<file path="config.mk">
export PLATFORM = sky130hd
export DESIGN_NAME = bus_grant_arbiter
export DESIGN_NICKNAME = d
export VERILOG_FILES = /design/src/rtl/arb_pkg.sv /design/src/rtl/arb_budget_decode.sv /design/src/rtl/arb_fixed_pick.sv /design/src/rtl/arb_ring_pick.sv /design/src/rtl/arb_ring_state.sv /design/src/rtl/bus_grant_arbiter.sv
export SDC_FILE = /design/constraint.sdc
export NUM_CORES = 1
export LEC_CHECK = 0
export BUFFER_PORTS_ARGS = -buffer_cell sky130_fd_sc_hd__buf_2
export CAP_MARGIN = 20
export CORE_MARGIN = 10
export CORE_UTILIZATION = 56
export CTS_CLUSTER_SIZE = 12
export DETAILED_ROUTE_END_ITERATION = 16
export GPL_TIMING_DRIVEN = 0
export PLACE_DENSITY_LB_ADDON = 0.3
export SKIP_LAST_GASP = 1
export SLEW_MARGIN = 25
export SYNTH_ARGS = -nofsm -noshare
export SYNTH_HDL_FRONTEND = slang
export SYNTH_SLANG_ARGS = --single-unit
</file>
<file path="constraint.sdc">
create_clock -name clk -period 6.43 [get_ports clk]
set_input_delay 0 -clock clk [delete_from_list [all_inputs] [get_ports clk]]
set_output_delay 0 -clock clk [all_outputs]
set_load 0.05 [all_outputs]
</file>
<file path="src/rtl/arb_pkg.sv">
package arb_pkg;
  localparam int NUM_CH     = 4;
  localparam int CODE_W     = 4;
  localparam int CNT_W      = (1 << CODE_W) - 1;
  localparam int NUM_CAND   = NUM_CH + 1;
  localparam int IDX_W      = $clog2(NUM_CAND);

  typedef enum logic {
    POL_FIXED  = 1'b0,
    POL_ROTATE = 1'b1
  } arb_policy_e;
endpackage

</file>
<file path="src/rtl/arb_budget_decode.sv">
module arb_budget_decode #(
  parameter int CODE_W = 4,
  parameter int CNT_W  = (1 << CODE_W) - 1
) (
  input  logic [CODE_W-1:0] code,
  output logic [CNT_W-1:0]  cycles
);
  localparam logic [CNT_W-1:0] ONE = {{(CNT_W-1){1'b0}}, 1'b1};

  // code 0 -> no slot; code k -> 2^(k-1) cycles
  always_comb begin
    if (code == '0) cycles = '0;
    else            cycles = ONE << (code - CODE_W'(1));
  end
endmodule

</file>
<file path="src/rtl/arb_fixed_pick.sv">
module arb_fixed_pick #(
  parameter int NUM_CH = 4
) (
  input  logic [NUM_CH-1:0] chan_req,
  input  logic              dsp_req,
  input  logic              cpu_req,
  output logic [NUM_CH-1:0] chan_sel,
  output logic              dsp_sel,
  output logic              cpu_sel
);
  logic any_ch;

  // lowest index wins
  always_comb begin
    chan_sel = '0;
    any_ch   = 1'b0;
    for (int i = 0; i < NUM_CH; i++) begin
      if (chan_req[i] && !any_ch) begin
        chan_sel[i] = 1'b1;
        any_ch      = 1'b1;
      end
    end
    dsp_sel = !any_ch && dsp_req;
    cpu_sel = !any_ch && !dsp_req && cpu_req;
  end
endmodule

</file>
<file path="src/rtl/arb_ring_pick.sv">
module arb_ring_pick #(
  parameter int NUM_CAND = 5,
  parameter int IDX_W    = $clog2(NUM_CAND)
) (
  input  logic [NUM_CAND-1:0] cand_req,
  input  logic [IDX_W-1:0]    start,
  output logic                hit,
  output logic [IDX_W-1:0]    win
);
  logic [IDX_W:0]   sum_w;
  logic [IDX_W-1:0] pos;

  // first requesting position at or after start, wrapping
  always_comb begin
    hit   = 1'b0;
    win   = '0;
    sum_w = '0;
    pos   = '0;
    for (int k = 0; k < NUM_CAND; k++) begin
      sum_w = {1'b0, start} + (IDX_W+1)'(k);
      if (sum_w >= (IDX_W+1)'(NUM_CAND)) sum_w = sum_w - (IDX_W+1)'(NUM_CAND);
      pos = sum_w[IDX_W-1:0];
      if (!hit && cand_req[pos]) begin
        hit = 1'b1;
        win = pos;
      end
    end
  end
endmodule

</file>
<file path="src/rtl/arb_ring_state.sv">
module arb_ring_state #(
  parameter int NUM_CH = 4,
  parameter int CNT_W  = 15,
  parameter int IDX_W  = 3
) (
  input  logic             clk,
  input  logic             rst_n,
  input  logic             adv_en,
  input  logic             proc_req,
  input  logic             pick_hit,
  input  logic [IDX_W-1:0] pick_win,
  input  logic [CNT_W-1:0] budget,
  output logic [IDX_W-1:0] ptr,
  output logic [CNT_W-1:0] rem,
  output logic             slot_active
);
  localparam logic [IDX_W-1:0] SLOT = IDX_W'(NUM_CH);
  localparam logic [CNT_W-1:0] ONE  = {{(CNT_W-1){1'b0}}, 1'b1};

  logic [IDX_W-1:0] ptr_n;
  logic [CNT_W-1:0] rem_n;

  assign slot_active = (ptr == SLOT) && (rem != '0);

  always_comb begin
    ptr_n = ptr;
    rem_n = rem;
    if (slot_active && proc_req) begin
      rem_n = rem - ONE;
      if (rem == ONE) ptr_n = '0;
    end else begin
      if (slot_active) begin
        rem_n = '0;
        ptr_n = '0;
      end
      if (pick_hit) begin
        if (pick_win == SLOT) begin
          rem_n = budget - ONE;
          ptr_n = (budget == ONE) ? '0 : SLOT;
        end else begin
          ptr_n = pick_win + IDX_W'(1);
        end
      end
    end
  end

  always_ff @(posedge clk or negedge rst_n) begin
    if (!rst_n) begin
      ptr <= '0;
      rem <= '0;
    end else if (adv_en) begin
      ptr <= ptr_n;
      rem <= rem_n;
    end
  end

  p_ptr_range_r4: assert property (@(posedge clk) disable iff (!rst_n)
    ptr <= SLOT);

  p_freeze_r3: assert property (@(posedge clk) disable iff (!rst_n)
    !adv_en |=> ($stable(ptr) && $stable(rem)));

  p_budget_count_r6: assert property (@(posedge clk) disable iff (!rst_n)
    (adv_en && slot_active && proc_req) |=> (rem == $past(rem) - ONE));

  p_idle_hold_r9: assert property (@(posedge clk) disable iff (!rst_n)
    (adv_en && !pick_hit && !slot_active) |=> $stable(ptr));

  p_release_r8: assert property (@(posedge clk) disable iff (!rst_n)
    (adv_en && slot_active && !proc_req && !pick_hit) |=> (ptr == '0 && rem == '0));
endmodule

</file>
<file path="src/rtl/bus_grant_arbiter.sv">
module bus_grant_arbiter
  import arb_pkg::*;
#(
  parameter int N_CH   = NUM_CH,
  parameter int CODE_B = CODE_W
) (
  input  logic              clk,
  input  logic              rst_n,
  input  logic              rot_mode,
  input  logic [CODE_B-1:0] yield_code,
  input  logic              legacy_req,
  input  logic [N_CH-1:0]   chan_req,
  input  logic              dsp_req,
  input  logic              cpu_req,
  output logic              legacy_gnt,
  output logic [N_CH-1:0]   chan_gnt,
  output logic              dsp_gnt,
  output logic              cpu_gnt
);
  localparam int CNT_B  = (1 << CODE_B) - 1;
  localparam int N_CAND = N_CH + 1;
  localparam int IW     = $clog2(N_CAND);
  localparam logic [IW-1:0] SLOT = IW'(N_CH);

  arb_policy_e      policy;
  logic [CNT_B-1:0] budget;
  logic             proc_req;
  logic [N_CAND-1:0] cand_req;
  logic [IW-1:0]    ptr, start, win;
  logic [CNT_B-1:0] rem;
  logic             slot_active, hit, adv_en;
  logic [N_CH-1:0]  fx_chan;
  logic             fx_dsp, fx_cpu;

  assign policy   = arb_policy_e'(rot_mode);
  assign proc_req = dsp_req || cpu_req;
  assign cand_req = {proc_req && (budget != '0), chan_req};
  assign start    = (slot_active && !proc_req) ? '0 : ptr;
  assign adv_en   = (policy == POL_ROTATE) && !legacy_req;

  arb_budget_decode #(.CODE_W(CODE_B), .CNT_W(CNT_B)) u_budget (
    .code   (yield_code),
    .cycles (budget)
  );

  arb_fixed_pick #(.NUM_CH(N_CH)) u_fixed (
    .chan_req (chan_req),
    .dsp_req  (dsp_req),
    .cpu_req  (cpu_req),
    .chan_sel (fx_chan),
    .dsp_sel  (fx_dsp),
    .cpu_sel  (fx_cpu)
  );

  arb_ring_pick #(.NUM_CAND(N_CAND), .IDX_W(IW)) u_ring (
    .cand_req (cand_req),
    .start    (start),
    .hit      (hit),
    .win      (win)
  );

  arb_ring_state #(.NUM_CH(N_CH), .CNT_W(CNT_B), .IDX_W(IW)) u_state (
    .clk         (clk),
    .rst_n       (rst_n),
    .adv_en      (adv_en),
    .proc_req    (proc_req),
    .pick_hit    (hit),
    .pick_win    (win),
    .budget      (budget),
    .ptr         (ptr),
    .rem         (rem),
    .slot_active (slot_active)
  );

  always_comb begin
    legacy_gnt = 1'b0;
    chan_gnt   = '0;
    dsp_gnt    = 1'b0;
    cpu_gnt    = 1'b0;
    if (legacy_req) begin
      legacy_gnt = 1'b1;
    end else if (policy == POL_FIXED) begin
      chan_gnt = fx_chan;
      dsp_gnt  = fx_dsp;
      cpu_gnt  = fx_cpu;
    end else if ((slot_active && proc_req) || (hit && win == SLOT)) begin
      dsp_gnt = dsp_req;
      cpu_gnt = !dsp_req && cpu_req;
    end else if (hit) begin
      for (int i = 0; i < N_CH; i++)
        chan_gnt[i] = (win == IW'(i));
    end
  end

  p_single_grant_r10: assert property (@(posedge clk) disable iff (!rst_n)
    $onehot0({legacy_gnt, chan_gnt, dsp_gnt, cpu_gnt}));

  p_grant_needs_req_r10: assert property (@(posedge clk) disable iff (!rst_n)
    ((chan_gnt & ~chan_req) == '0) && (!dsp_gnt || dsp_req) && (!cpu_gnt || cpu_req));

  p_legacy_wins_r3: assert property (@(posedge clk) disable iff (!rst_n)
    legacy_req |-> (legacy_gnt && chan_gnt == '0 && !dsp_gnt && !cpu_gnt));

  p_dsp_first_r7: assert property (@(posedge clk) disable iff (!rst_n)
    cpu_gnt |-> !dsp_req);

  p_fixed_top_r2: assert property (@(posedge clk) disable iff (!rst_n)
    (!rot_mode && !legacy_req && chan_req[0]) |-> chan_gnt[0]);

  p_no_req_r9: assert property (@(posedge clk) disable iff (!rst_n)
    (!legacy_req && chan_req == '0 && !proc_req) |->
      (chan_gnt == '0 && !dsp_gnt && !cpu_gnt && !legacy_gnt));
endmodule

</file>
==> results.yml <==
critical_path:
  cp_max_fo: 10
  setup.worst_path.start_class: "flop"
  arrival_ps: 6140
  endpoint_kind: "output port"
  worstSetupPathType: "reg -> out"
  cp.required_ps: 6430
timing:
  clock_skew_ps: 4.57
  rsz0062_at_grt: "false"
  finalSetupViolCount: 0
  maxSlewViolCount: 0
  worst_slew_pin_slew_ps: 639
  period_share_pct: 95.5
  finalHoldViolations: 0
  fmax_mhz: 163
  tns_ps: 0
  slew_headroom_pct: 57.3
  fin_crit_ps: 6140
  worst_slack_ps: 287
synthesis:
  synthCells: 473
  ys_seq_area_share_pct: 13.7
  ys.flop_type: "dfrtp_1"
  ys_ff_latch: 18
  synth_top_family_by_area: "compound AO/OA/AOI/OAI gates"
  async_flop_share_pct: 100
  synth-warning-count: 0
  synth_edf_count: 0
  yosysTopAreaCellShare_pct: 13.7
  netlist_area_um2: 3300
  synthTopCellsByArea: "dfrtp_1 14%, ha_1 7.2%, nor2_1 6.0%, a21oi_1 5.3%, o21ai_0 4.6%"
  synth_fp_nets: 506
  synth_top_cell_by_area: "dfrtp_1"
  synthMuxAreaShare_pct: 2.81
  synthSimpleGateAreaFrac_pct: 31.9
  synth-xor-area-share_pct: 1.06
  synth_cell_types: 79
  syn_area_per_cell_um2: 6.98
  synth_compound_area_share_pct: 36.7
  synth_fa_ha_area_share_pct: 7.21
drt:
  routed-via-count: 4187
  drtIter0Drc: 798
  ant_nets: 0
  dr.pass1.iters: 5
  vias_per_cell: 7.32
  drc: 0
  wl_per_cell_um: 20.8
  wl_mm: 11.9
global_route:
  antenna_found_initial: 0
  use_met1_pct: 32.5
  grt_util_all_layers_pct: 23.2
  grt_overflow: 0
  busiest_layer: "met1"
  met2_usage_pct: 32.0
  grt_pass1_wl_mm: 18.9
  grt_pass1_vias: 3701
  grt_start_max_net_pins: 19
  met3_usage_pct: 7.52
floorplan:
  die_h_um: 96.8
  dieWidth_um: 96.8
  die_area_um2: 9360
  core-area_um2: 5610
  num_io_pins: 21
  initial_core_util_pct: 58.8
  rows: 27
cells_and_area:
  syn_to_final_growth_pct: 10.2
  drive_gt1_share_pct: 12.8
  diodes: 0
  layout.nets: 534
pwr:
  p_int_uw: 826
  pwr-share-comb_pct: 83.3
  power.total_mw: 2.00
  power_density_nw_per_um2: 550
  seq_power_share_pct: 11.8
  cellLeakagePower_nw: 1.45
  swShare_pct: 58.7
  power.switching_mw: 1.17
  ir_drop_v: 0.000330
  clockPowerShare_pct: 4.9
job:
  max-cap-violations: 0
clocking:
  insertion_delay_ps: 260
  clk_path_buf_depth: 2
  h-tree-depth: 1
  clkSinkCount: 18
  clockRootBuffer: "clkbuf_8"
  clk_pin_slew_ps: 70
  cts_buffers: 3
  cts_tree: "yes"
placed_design:
  place_ws_ps: -509
  io_buffers: 18
  gp_congestion: 1.01
  hpwlAfterDp_mm: 8.77
outcome:
  outcome: "finished clean"
min_path:
  hold_path.class: "in -> async"
[sequential cells by signal (all words and copies together) (netlist names)]
name         count
u_state.ptr      3
u_state.rem     15
[cells in the mapped netlist, drive strengths merged (14+ instances only)]
master	number
ha	19
nor2	53
inv	20
clkbuf	24
dfrtp	18
a31oi	15
nand2	39
nor3	25
nand3	14
o21ai	34
a21oi	36
[area by class of cell]
cell class	instances	area [um2]
fillers	498	1970
well taps	72	90.1
clock buffers	4	55.1
flip-flops and latches	18	452
multi-input cells	401	2660
inverters	20	82.6
plain buffers	32	151
repair buffers	25	148
[cell families (layout without fill, tap and decap cells)]
family          Yosys count  count (layout)
buf+inv                  54              81
xor+xnor                  4               4
compound gates          171             171
simple gates            198             198
fa+ha+maj                19              19
flops                    18              18
mux                       9               9
[what timing repair did]
| action | CTS | global route |
|---|---|---|
| endpoints found under the setup margin | 19 | 17 |
| gates resized for setup | 7 | 12 |
| endpoints found under the hold margin | 18 | 0 |
| pin swaps | 1 | 2 |
| hold buffers | 1 | 0 |
| setup buffers | 2 | 4 |
[path summary, 6_finish.rpt]
check,from,to,slack (ps),cells after the start
setup / recovery,u_state.ptr[1],chan_gnt[3],290,25
setup reg to reg,u_state.ptr[1],u_state.rem[9],490,26
max in group asynchronous,rst_n,u_state.ptr[1],5900,2
hold / removal,rst_n,u_state.rem[11],210,2
hold reg to reg,u_state.rem[14],u_state.rem[14],550,1
min in group clk,yield_code[1],u_state.rem[0],260,4
[layer usage]
layer  up-vias  part of all wire, %  routed length [um]
met3        59                   15                1800
met1      1896                   41                4900
met4         0                  3.1                 373
met2       351                   41                4840
met5         -                    0                   0
li1       1881                    -                   -
[cell usage in the layout, fill, tap and decap left out, types with 15 or more instances in the layout]
cell type,count
inv_1,18
nor3_1,24
nand2_1,38
dfrtp_1,17
ha_1,17
buf_2,21
o21ai_0,30
clkbuf_1,21
a31oi_1,15
nor2_1,52
a21oi_1,35
[per-stage QoR]
stage / cell area (um2) / hold slack, ps / std cells / utilization, %
2_1_floorplan: 3300 / -296 / 473 / -
3_3_place_gp: 3480 / -44.6 / 563 / 62.0
3_5_place_dp: 3480 / -42.3 / 563 / 62.0
4_1_cts: 3570 / 216 / 569 / 63.7
5_1_grt: 3630 / 275 / 572 / 64.8
6_report: 3630 / 206 / 572 / 64.8
[power by group through the flow]
stage | clock network [mW] | logic, mW | registers (mW)
floorplan | 0 | 1.20 | 0.207
global placement | 0 | 1.48 | 0.229
detailed placement | 0 | 1.54 | 0.229
CTS | 0.0966 | 1.56 | 0.230
global route | 0.100 | 1.79 | 0.240
finish | 0.0975 | 1.67 | 0.236
[worst max-delay path: stages, from the launching register on]
cell and delay [ps]:
dfrtp_2 450, buf_4 230, clkinvlp_4 120, ha_1 250, and4bb_2 320, o21ai_2 110, buf_6 200, nand2_1 110
ha_1 360, nor2b_1 160, clkbuf_4 220, nor2_1 60, o21ai_0 190, o311a_1 230, a211o_1 170, and4_1 220
nand2_1 90, or3_1 390, o221a_2 340, ha_2 260, o211a_1 200, a311o_1 350, buf_6 150, or3_1 350
a21oi_1 130, buf_4 210
(Power assumes the default switching activity.)
